File: src/rtl/rx_ring_pkg.sv
package rx_ring_pkg;
   // Classification of one consume attempt
   typedef enum logic [1:0] {
      CONS_IDLE   = 2'd0,
      CONS_TAKE   = 2'd1,
      CONS_STALE  = 2'd2,
      CONS_VACANT = 2'd3
   } cons_kind_e;

   typedef struct packed {
      logic empty;
      logic full;
      logic overflow;
      logic mismatch;
   } ring_flags_t;

   function automatic bit is_pow2(input int unsigned v);
      return (v != 0) && ((v & (v - 1)) == 0);
   endfunction
endpackage

File: src/rtl/ring_idx_ctr.sv
module ring_idx_ctr #(
   parameter int unsigned DEPTH     = 256,
   parameter int unsigned IDX_W     = $clog2(DEPTH),
   parameter int unsigned RESET_VAL = 0
) (
   input  logic             clk,
   input  logic             rst_n,
   input  logic             adv,
   output logic [IDX_W-1:0] idx,
   output logic [IDX_W-1:0] idx_nxt
);
   localparam logic [IDX_W-1:0] LAST  = IDX_W'(DEPTH - 1);
   localparam logic [IDX_W-1:0] START = IDX_W'(RESET_VAL);

   logic [IDX_W-1:0] idx_q;
   logic [IDX_W-1:0] idx_inc;

   generate
      if (rx_ring_pkg::is_pow2(DEPTH)) begin : g_natural_wrap
         assign idx_inc = idx_q + 1'b1;
      end else begin : g_explicit_wrap
         assign idx_inc = (idx_q == LAST) ? '0 : idx_q + 1'b1;
      end
   endgenerate

   assign idx_nxt = adv ? idx_inc : idx_q;
   assign idx     = idx_q;

   always_ff @(posedge clk or negedge rst_n) begin
      if (!rst_n) idx_q <= START;
      else        idx_q <= idx_nxt;
   end
endmodule

File: src/rtl/tag_seq.sv
module tag_seq #(
   parameter int unsigned TAG_W = 13
) (
   input  logic             clk,
   input  logic             rst_n,
   input  logic             adv,
   output logic [TAG_W-1:0] tag
);
   localparam logic [TAG_W-1:0] TOP = {TAG_W{1'b1}};
   localparam logic [TAG_W-1:0] ONE = TAG_W'(1);

   logic [TAG_W-1:0] tag_q;
   logic [TAG_W-1:0] tag_inc;

   // Zero is skipped: after the all-ones value the sequence restarts at one.
   assign tag_inc = (tag_q == TOP) ? ONE : tag_q + 1'b1;
   assign tag     = tag_q;

   always_ff @(posedge clk or negedge rst_n) begin
      if (!rst_n)   tag_q <= ONE;
      else if (adv) tag_q <= tag_inc;
   end
endmodule

File: src/rtl/ring_status.sv
module ring_status #(
   parameter int unsigned DEPTH = 256,
   parameter int unsigned IDX_W = $clog2(DEPTH)
) (
   input  logic                    clk,
   input  logic                    rst_n,
   input  logic [IDX_W-1:0]        wr_nxt,
   input  logic [IDX_W-1:0]        rd_nxt,
   input  logic                    prod_drop,
   input  rx_ring_pkg::cons_kind_e cons_kind,
   output logic [IDX_W-1:0]        used_cnt,
   output rx_ring_pkg::ring_flags_t flags
);
   import rx_ring_pkg::*;

   localparam logic [IDX_W:0] DEP_X = (IDX_W + 1)'(DEPTH);

   logic [IDX_W-1:0] used_nxt;
   logic [IDX_W-1:0] used_q;
   ring_flags_t      flags_q;

   generate
      if (is_pow2(DEPTH)) begin : g_used_pow2
         assign used_nxt = wr_nxt - rd_nxt - 1'b1;
      end else begin : g_used_any
         logic [IDX_W:0] ext;
         always_comb begin
            ext = {1'b0, wr_nxt} - {1'b0, rd_nxt} - (IDX_W + 1)'(1);
            if (wr_nxt <= rd_nxt) ext = ext + DEP_X;
         end
         assign used_nxt = ext[IDX_W-1:0];
      end
   endgenerate

   always_ff @(posedge clk or negedge rst_n) begin
      if (!rst_n) begin
         used_q           <= '0;
         flags_q.empty    <= 1'b1;
         flags_q.full     <= 1'b0;
         flags_q.overflow <= 1'b0;
         flags_q.mismatch <= 1'b0;
      end else begin
         used_q           <= used_nxt;
         flags_q.empty    <= (used_nxt == '0);
         flags_q.full     <= (wr_nxt == rd_nxt);
         flags_q.overflow <= prod_drop;
         flags_q.mismatch <= (cons_kind == CONS_STALE);
      end
   end

   assign used_cnt = used_q;
   assign flags    = flags_q;
endmodule

File: src/rtl/rx_ring_tracker.sv
module rx_ring_tracker #(
   parameter int unsigned DEPTH = 256,
   parameter int unsigned TAG_W = 13,
   localparam int unsigned IDX_W = $clog2(DEPTH)
) (
   input  logic             clk,
   input  logic             rst_n,
   input  logic             prod_req,
   input  logic             cons_req,
   input  logic [TAG_W-1:0] cons_tag,
   output logic [TAG_W-1:0] prod_tag,
   output logic [IDX_W-1:0] wr_idx,
   output logic [IDX_W-1:0] rd_idx,
   output logic [IDX_W-1:0] used_cnt,
   output logic             empty,
   output logic             full,
   output logic             overflow,
   output logic             tag_mismatch
);
   import rx_ring_pkg::*;

   generate
      if (DEPTH < 2) begin : g_bad_depth
         $error("rx_ring_tracker: DEPTH must be at least 2");
      end
      if (TAG_W < 2) begin : g_bad_tag
         $error("rx_ring_tracker: TAG_W must be at least 2");
      end
   endgenerate

   logic [IDX_W-1:0] wr_nxt, rd_nxt;
   logic [TAG_W-1:0] exp_tag;
   logic             prod_ok, prod_drop, cons_ok;
   cons_kind_e       cons_kind;
   ring_flags_t      flags;

   // Acceptance uses the registered state of this cycle.
   assign prod_ok   = prod_req & ~flags.full;
   assign prod_drop = prod_req &  flags.full;

   always_comb begin
      if (!cons_req)              cons_kind = CONS_IDLE;
      else if (flags.empty)       cons_kind = CONS_VACANT;
      else if (cons_tag != exp_tag) cons_kind = CONS_STALE;
      else                        cons_kind = CONS_TAKE;
   end
   assign cons_ok = (cons_kind == CONS_TAKE);

   ring_idx_ctr #(.DEPTH(DEPTH), .IDX_W(IDX_W), .RESET_VAL(0)) u_wr (
      .clk(clk), .rst_n(rst_n), .adv(prod_ok), .idx(wr_idx), .idx_nxt(wr_nxt)
   );

   ring_idx_ctr #(.DEPTH(DEPTH), .IDX_W(IDX_W), .RESET_VAL(DEPTH - 1)) u_rd (
      .clk(clk), .rst_n(rst_n), .adv(cons_ok), .idx(rd_idx), .idx_nxt(rd_nxt)
   );

   tag_seq #(.TAG_W(TAG_W)) u_ptag (
      .clk(clk), .rst_n(rst_n), .adv(prod_ok), .tag(prod_tag)
   );

   tag_seq #(.TAG_W(TAG_W)) u_ctag (
      .clk(clk), .rst_n(rst_n), .adv(cons_ok), .tag(exp_tag)
   );

   ring_status #(.DEPTH(DEPTH), .IDX_W(IDX_W)) u_stat (
      .clk(clk), .rst_n(rst_n), .wr_nxt(wr_nxt), .rd_nxt(rd_nxt),
      .prod_drop(prod_drop), .cons_kind(cons_kind),
      .used_cnt(used_cnt), .flags(flags)
   );

   assign empty        = flags.empty;
   assign full         = flags.full;
   assign overflow     = flags.overflow;
   assign tag_mismatch = flags.mismatch;
endmodule

File: config.mk
export PLATFORM = sky130hd
export DESIGN_NAME = rx_ring_tracker
export DESIGN_NICKNAME = d
export VERILOG_FILES = /design/src/rtl/rx_ring_pkg.sv /design/src/rtl/ring_idx_ctr.sv /design/src/rtl/tag_seq.sv /design/src/rtl/ring_status.sv /design/src/rtl/rx_ring_tracker.sv
export SDC_FILE = /design/constraint.sdc
export NUM_CORES = 1
export LEC_CHECK = 0
export BUFFER_PORTS_ARGS = -buffer_cell sky130_fd_sc_hd__buf_2
export CORE_ASPECT_RATIO = 0.7
export CORE_MARGIN = 3
export CORE_UTILIZATION = 50
export CTS_CLUSTER_SIZE = 30
export DETAILED_ROUTE_END_ITERATION = 6
export PLACE_DENSITY = 0.7
export SLEW_MARGIN = 5
export SYNTH_ARGS = -nofsm -noshare
export SYNTH_HDL_FRONTEND = slang
export SYNTH_SLANG_ARGS = --single-unit
File: constraint.sdc
create_clock -name clk -period 4 [get_ports clk]
set_input_delay 0.8 -clock clk [delete_from_list [all_inputs] [get_ports clk]]
set_output_delay 0.8 -clock clk [all_outputs]
set_load 0.005 [all_outputs]
* Word level (Yosys, flattened, before mapping)
Cells that the tools add are included.
** Word-level totals
- Bits in registers :: 54
- Bits in latches :: 0
- Memory bits (writable) :: 0
- ROM bits :: 0
- Input port bits :: 17
- Output and inout bits :: 41
- Logic and storage cells :: 32
- Memories kept :: 0
** Operators by class
- $add $sub $neg :: 6
- $mul :: 0
- Div/mod/pow operators :: 0
- $lt $le $gt $ge :: 0
- Equal/unequal tests :: 6
- Shift-type cells :: 0
- Multiplexer cells :: 7
- Bitwise logic cells :: 3
- Reductions and logical operators :: 1
** Operators with widths (number)
- $add A13 B1 Y13 const B :: 2
- $eq A13 B13 Y1 const B :: 2
- $mux W13 :: 2
- $add A8 B1 Y8 const B :: 2
- $mux W8 :: 2
- $ne A13 B13 Y1 :: 1
- $eq A8 B8 Y1 :: 1
- $logic_not A8 Y1 :: 1
- $sub A8 B1 Y8 const B :: 1
- $sub A8 B8 Y8 :: 1
- $mux W2 :: 3
- $and A1 B1 Y1 :: 2
- $eq A2 B1 Y1 const B :: 1
- $eq A2 B2 Y1 const B :: 1
- $not A1 Y1 :: 1

* Depth between registers and ports, before layout
- Depth in word-level cells :: 9
- Gate-level depth with buffers :: 12
- Mapped depth without buffers :: 11

* Modules after synthesis
A second synthesis with hierarchy kept.
** Unflattened totals
- Cell total of the unflattened synthesis :: 283
- Area, all modules :: 3036.7 um2
** By module, submodules not included
- tag_seq :: instances 2, cells each 68, area an instance 719.4 um2, seq. area each 326.6 um2
- ring_status :: instances 1, cells each 68, area an instance 699.4 um2, seq. area each 301.5 um2
- ring_idx_ctr (u_rd) :: instances 1, cells each 26, area an instance 351.6 um2, seq. area each 210.2 um2
- ring_idx_ctr (u_wr) :: instances 1, cells each 26, area an instance 341.6 um2, seq. area each 200.2 um2
- rx_ring_tracker :: instances 1, cells each 27, area an instance 205.2 um2, seq. area each 0.0 um2

* Worst setup path after synthesis
No wires, ideal clock.
- Path type :: input port to flip-flop
- Start :: input port cons_tag[4]
- End :: register, netlist name u_stat.flags[3]
- Setup time :: 0.080 ns
- Arrival time :: 3.471 ns
- Data required time :: 3.920 ns
- Setup slack :: 0.449 ns
- Stages on the path :: 12
- Path buffers :: 1
- Path through :: xor2_1 > or4_4 > nor4_4 > buf_6 > mux2i_1 > nor2_1 > ha_1 > o221ai_1 > and2_1 > and4_1 > and3b_1 > o2111a_1
** Between the ends
- Cells in the longest elaborated chain, start to end :: 9
** Ends and longest elaborated chain
- start: declaration :: line rx_ring_tracker.sv:10 : input logic [TAG_W-1:0] cons_tag,
- $ne A13 B13 Y1 :: line rx_ring_tracker.sv:44 : else if (cons_tag != exp_tag) cons_kind = CONS_STALE;
- $mux W2 :: line rx_ring_tracker.sv:44
- $mux W2 :: line rx_ring_tracker.sv:43 : else if (flags.empty) cons_kind = CONS_VACANT;
- $mux W2 :: line rx_ring_tracker.sv:42 : if (!cons_req) cons_kind = CONS_IDLE;
- $eq A2 B1 Y1 :: line rx_ring_tracker.sv:47 : assign cons_ok = (cons_kind == CONS_TAKE);
- $mux W8 :: line ring_idx_ctr.sv:26 : assign idx_nxt = adv ? idx_inc : idx_q;
- $sub A8 B8 Y8 :: line ring_status.sv:24 : assign used_nxt = wr_nxt - rd_nxt - 1'b1;
- $sub A8 B1 Y8 :: line ring_status.sv:24
- $logic_not A8 Y1 :: line ring_status.sv:44 : flags_q.empty <= (used_nxt == '0);
Every way passes these cells.
A chain may end at the register's enable or synchronous reset.

* Worst setup path in the final report
- Start :: input port cons_tag[4]
- End :: register, netlist name u_stat.flags[3]
** Between the ends
- Cells in the longest elaborated chain, start to end :: 9
** Ends and longest elaborated chain (line)
- $ne A13 B13 Y1 :: rx_ring_tracker.sv:44
- $mux W2 :: rx_ring_tracker.sv:44
- $mux W2 :: rx_ring_tracker.sv:43
- $mux W2 :: rx_ring_tracker.sv:42
- $eq A2 B1 Y1 :: rx_ring_tracker.sv:47
- $mux W8 :: ring_idx_ctr.sv:26
- $sub A8 B8 Y8 :: ring_status.sv:24
- $sub A8 B1 Y8 :: ring_status.sv:24
- $logic_not A8 Y1 :: ring_status.sv:44
Every way passes these cells.

==> impl_metrics.tcl <==
set metrics [dict create \
    cp.arrival_ps 3870 \
    htreeDepth 2 \
    cpPeakStageDelay_ps 580 \
    design.die.area_um2 7040 \
    hpwl_um 5310 \
    async_flop_share_pct 100 \
    ant_nets 0 \
    place.port_buffers 57 \
    avgSynthCellArea_um2 10.2 \
    synthFlopType "dfrtp_1" \
    finalWorstSetupSlack_ps 376 \
    required_ps 4250 \
    grt_pass1_vias 2208 \
    die_w_um 99.0 \
    synth_edf_count 0 \
    cts_tree "built" \
    drt_wl_total_um 6720 \
    drt_iter0_markers 88 \
    cp-start-kind "primary input" \
    nets 388 \
    grt_max_degree 32 \
    ys_warn_count 0 \
    cpMaxStageDelayCell "or4_4" \
    avgRoutedWirePerCell_um 15.3 \
    ctsResizeCount 0 \
    syn_inst 297 \
    crit_path_end_kind "flip-flop" \
    grt_pass1_wl_um 11000 \
    clockRootBuffer "clkbuf_8" \
    hp-class "reg -> reg" \
    start_util_pct 52.3 \
    clock_path_buffers 2 \
    diodes 0 \
    relSlewSlack_pct 52.3 \
    drv_slew 0 \
    cts_buffers 5 \
    gp_congestion 0.844 \
    antenna_found_initial 0 \
    ys_ff_latch 54 \
    final_layout_size_suffix_gt1_share_pct 26.9 \
    core-area_um2 5780 \
    vias 2401 \
    yosysSeqAreaShare_pct 45.1 \
    tightest_slew_ps 711 \
    max_cap_violations 0 \
    period_minus_slack_ps 3620 \
    leakage_nw 1.72 \
    skew_ps 10.5 \
    syn_area_um2 3030 \
    dp_slack_ps 69.6 \
    route.detailed.drc 0 \
    die_h_um 71.1 \
    crit_chain "buf_2 -> xor2_1 -> or4_4 -> nor4_4 -> buf_4 -> mux2i_1 -> buf_4 -> a2111oi_4 -> a2111oi_2 -> nor4_4 -> xor2_1 -> o2111a_1" \
    worstPathMaxFanout 8 \
    tns_ps 0 \
    io_pins 58 \
    row_count 23 \
    syn-num-nets 322 \
    grt-ovfl-total 0 \
    syn_to_final_growth_pct 16.0 \
    fmax_ghz 0.276 \
    grt.total_usage_pct 19.9 \
    post_cts_buffers 0 \
    drtPass1Iterations 4 \
    worstSkewPairLatency_ps 310 \
    critical_path_class "in -> reg" \
    ys_types 48 \
    power.density_nw_per_um2 560 \
    report.final.setup_viol 0 \
    cts.sinks 54 \
    via_per_inst 5.47 \
    finalHoldViolations 0 \
    period_share_pct 90.6 \
    rsz0062_at_grt "false" \
    irDropWorstVdd_mv 0.432 \
    clk_pin_slew_ps 100 \
    status "finished clean" \
    cts-hold-fix-buffers 0 \
]
==> metal layers <==
metal	GRT usage [%]	share of wire (%)	routed length, um	up-vias
li1	-	-	-	1157
met1	30.7	52	3480	1176
met2	28.2	42	2820	59
met3	3.84	4.7	317	9
met4	5.76	1.5	98	0
met5	0	0	0	-
==> logic make-up after synthesis <==
logic type | Yosys count | share of synthesized area (%)
compound gates | 27 | 6.91
xor+xnor | 54 | 16.7
fa+ha+maj | 9 | 3.64
buf+inv | 21 | 2.85
flops | 54 | 45.1
mux | 5 | 1.70
simple gates | 127 | 23.0
==> per-stage QoR <==
stage / cells / util (%) / power [mW] / area, um^2 / hold slack (ps)
after floorplan: 297 / - / 1.36 / 3030 / 475
after global placement: 431 / 59.2 / 1.64 / 3420 / 480
after detailed placement: 431 / 59.2 / 1.67 / 3420 / 479
after CTS: 439 / 60.7 / 1.98 / 3510 / 493
after global routing: 439 / 60.7 / 2.12 / 3510 / 522
final: 439 / 60.7 / 1.97 / 3510 / 490
==> synthesized netlist by cell type (all sizes together) (2+ instances only) <==
master | n | area share (%)
nand3 | 17 | 2.8
nor4 | 6 | 2.2
and4 | 7 | 2.1
a311oi | 2 | 0.58
a21oi | 5 | 0.83
and3 | 11 | 2.4
nor2 | 31 | 3.8
nand2b | 2 | 0.41
xnor2 | 31 | 9.0
dfstp | 11 | 9.6
and2 | 4 | 0.87
nor3 | 6 | 0.99
dfrtp | 43 | 36
nand2 | 23 | 2.9
xor3 | 2 | 1.7
clkbuf | 2 | 0.25
or3 | 4 | 0.87
inv | 18 | 2.2
o21ai | 7 | 1.2
a2111oi | 2 | 1.4
mux2i | 4 | 1.3
xor2 | 21 | 6.1
or2 | 3 | 0.62
o211ai | 2 | 0.50
o21a | 2 | 0.50
ha | 8 | 3.3
nand4 | 9 | 1.9
==> cells in the final DEF, fill, tap and decap left out, types with 3 or more instances in the layout <==
master	n
buf_4	5
or2_2	3
and4_1	5
dfstp_2	11
nor4_1	4
nand4_1	9
dfrtp_1	43
a21oi_1	5
xor2_1	21
nand2_1	23
and3_1	8
or3_1	3
nor2_1	31
ha_1	8
clkbuf_8	5
buf_2	57
o21ai_0	7
nand3_1	17
xnor2_1	31
inv_1	18
mux2i_1	4
and2_1	3
nor3_1	6
and3_2	3
==> path summary, 6_finish.rpt <==
kind	start	to	slack, ps	cells after the start
worst max register to register	u_ctag.tag[4]$_DFFE_PN0N_	u_stat.flags[3]$_DFF_PN1_	480	11
max in group asynchronous	rst_n	u_ctag.tag[0]$_DFFE_PN1N_	2640	2
min in group asynchronous	rst_n	u_ptag.tag[10]$_DFFE_PN0P_	520	1
worst min register to register	u_ptag.tag[10]$_DFFE_PN0P_	u_ptag.tag[10]$_DFFE_PN0P_	490	1
worst min-delay path	u_ptag.tag[10]$_DFFE_PN0P_	u_ptag.tag[10]$_DFFE_PN0P_	490	1
worst max-delay path	cons_tag[4]	u_stat.flags[3]$_DFF_PN1_	380	12
==> sequential cells by signal (all words and copies together), names as in the netlist <==
name             cells
u_wr.idx             8
u_rd.idx             8
u_stat.flags         4
u_stat.used_cnt      8
u_ptag.tag          13
u_ctag.tag          13
==> where the power goes <==
part           switching, mW  leakage (nW)  total, mW  internal [mW]
clock network          0.180        0.0452      0.304          0.124
logic                  0.492          1.00      0.886          0.395
registers              0.102         0.672      0.774          0.673
==> critical path, delay by kind of cell <==
family	cells	cell delay [ps]
AOI/OAI and AO/OA	3	740
xor gates and xnor gates	2	440
buffers and inverters	3	480
muxes	1	100
and+or+nand+nor	3	1310
==> layout make-up <==
type                            instances  area [um^2]
Clock buffer                            6         72.6
Tap cell                               75         93.8
Timing Repair Buffer                   62          323
Sequential cell                        54         1370
Multi-Input combinational cell        222         1570
Inverter                               18         67.6
Clock inverter                          2         13.8
Fill cell                             515         2270
(Power assumes the default switching activity.)
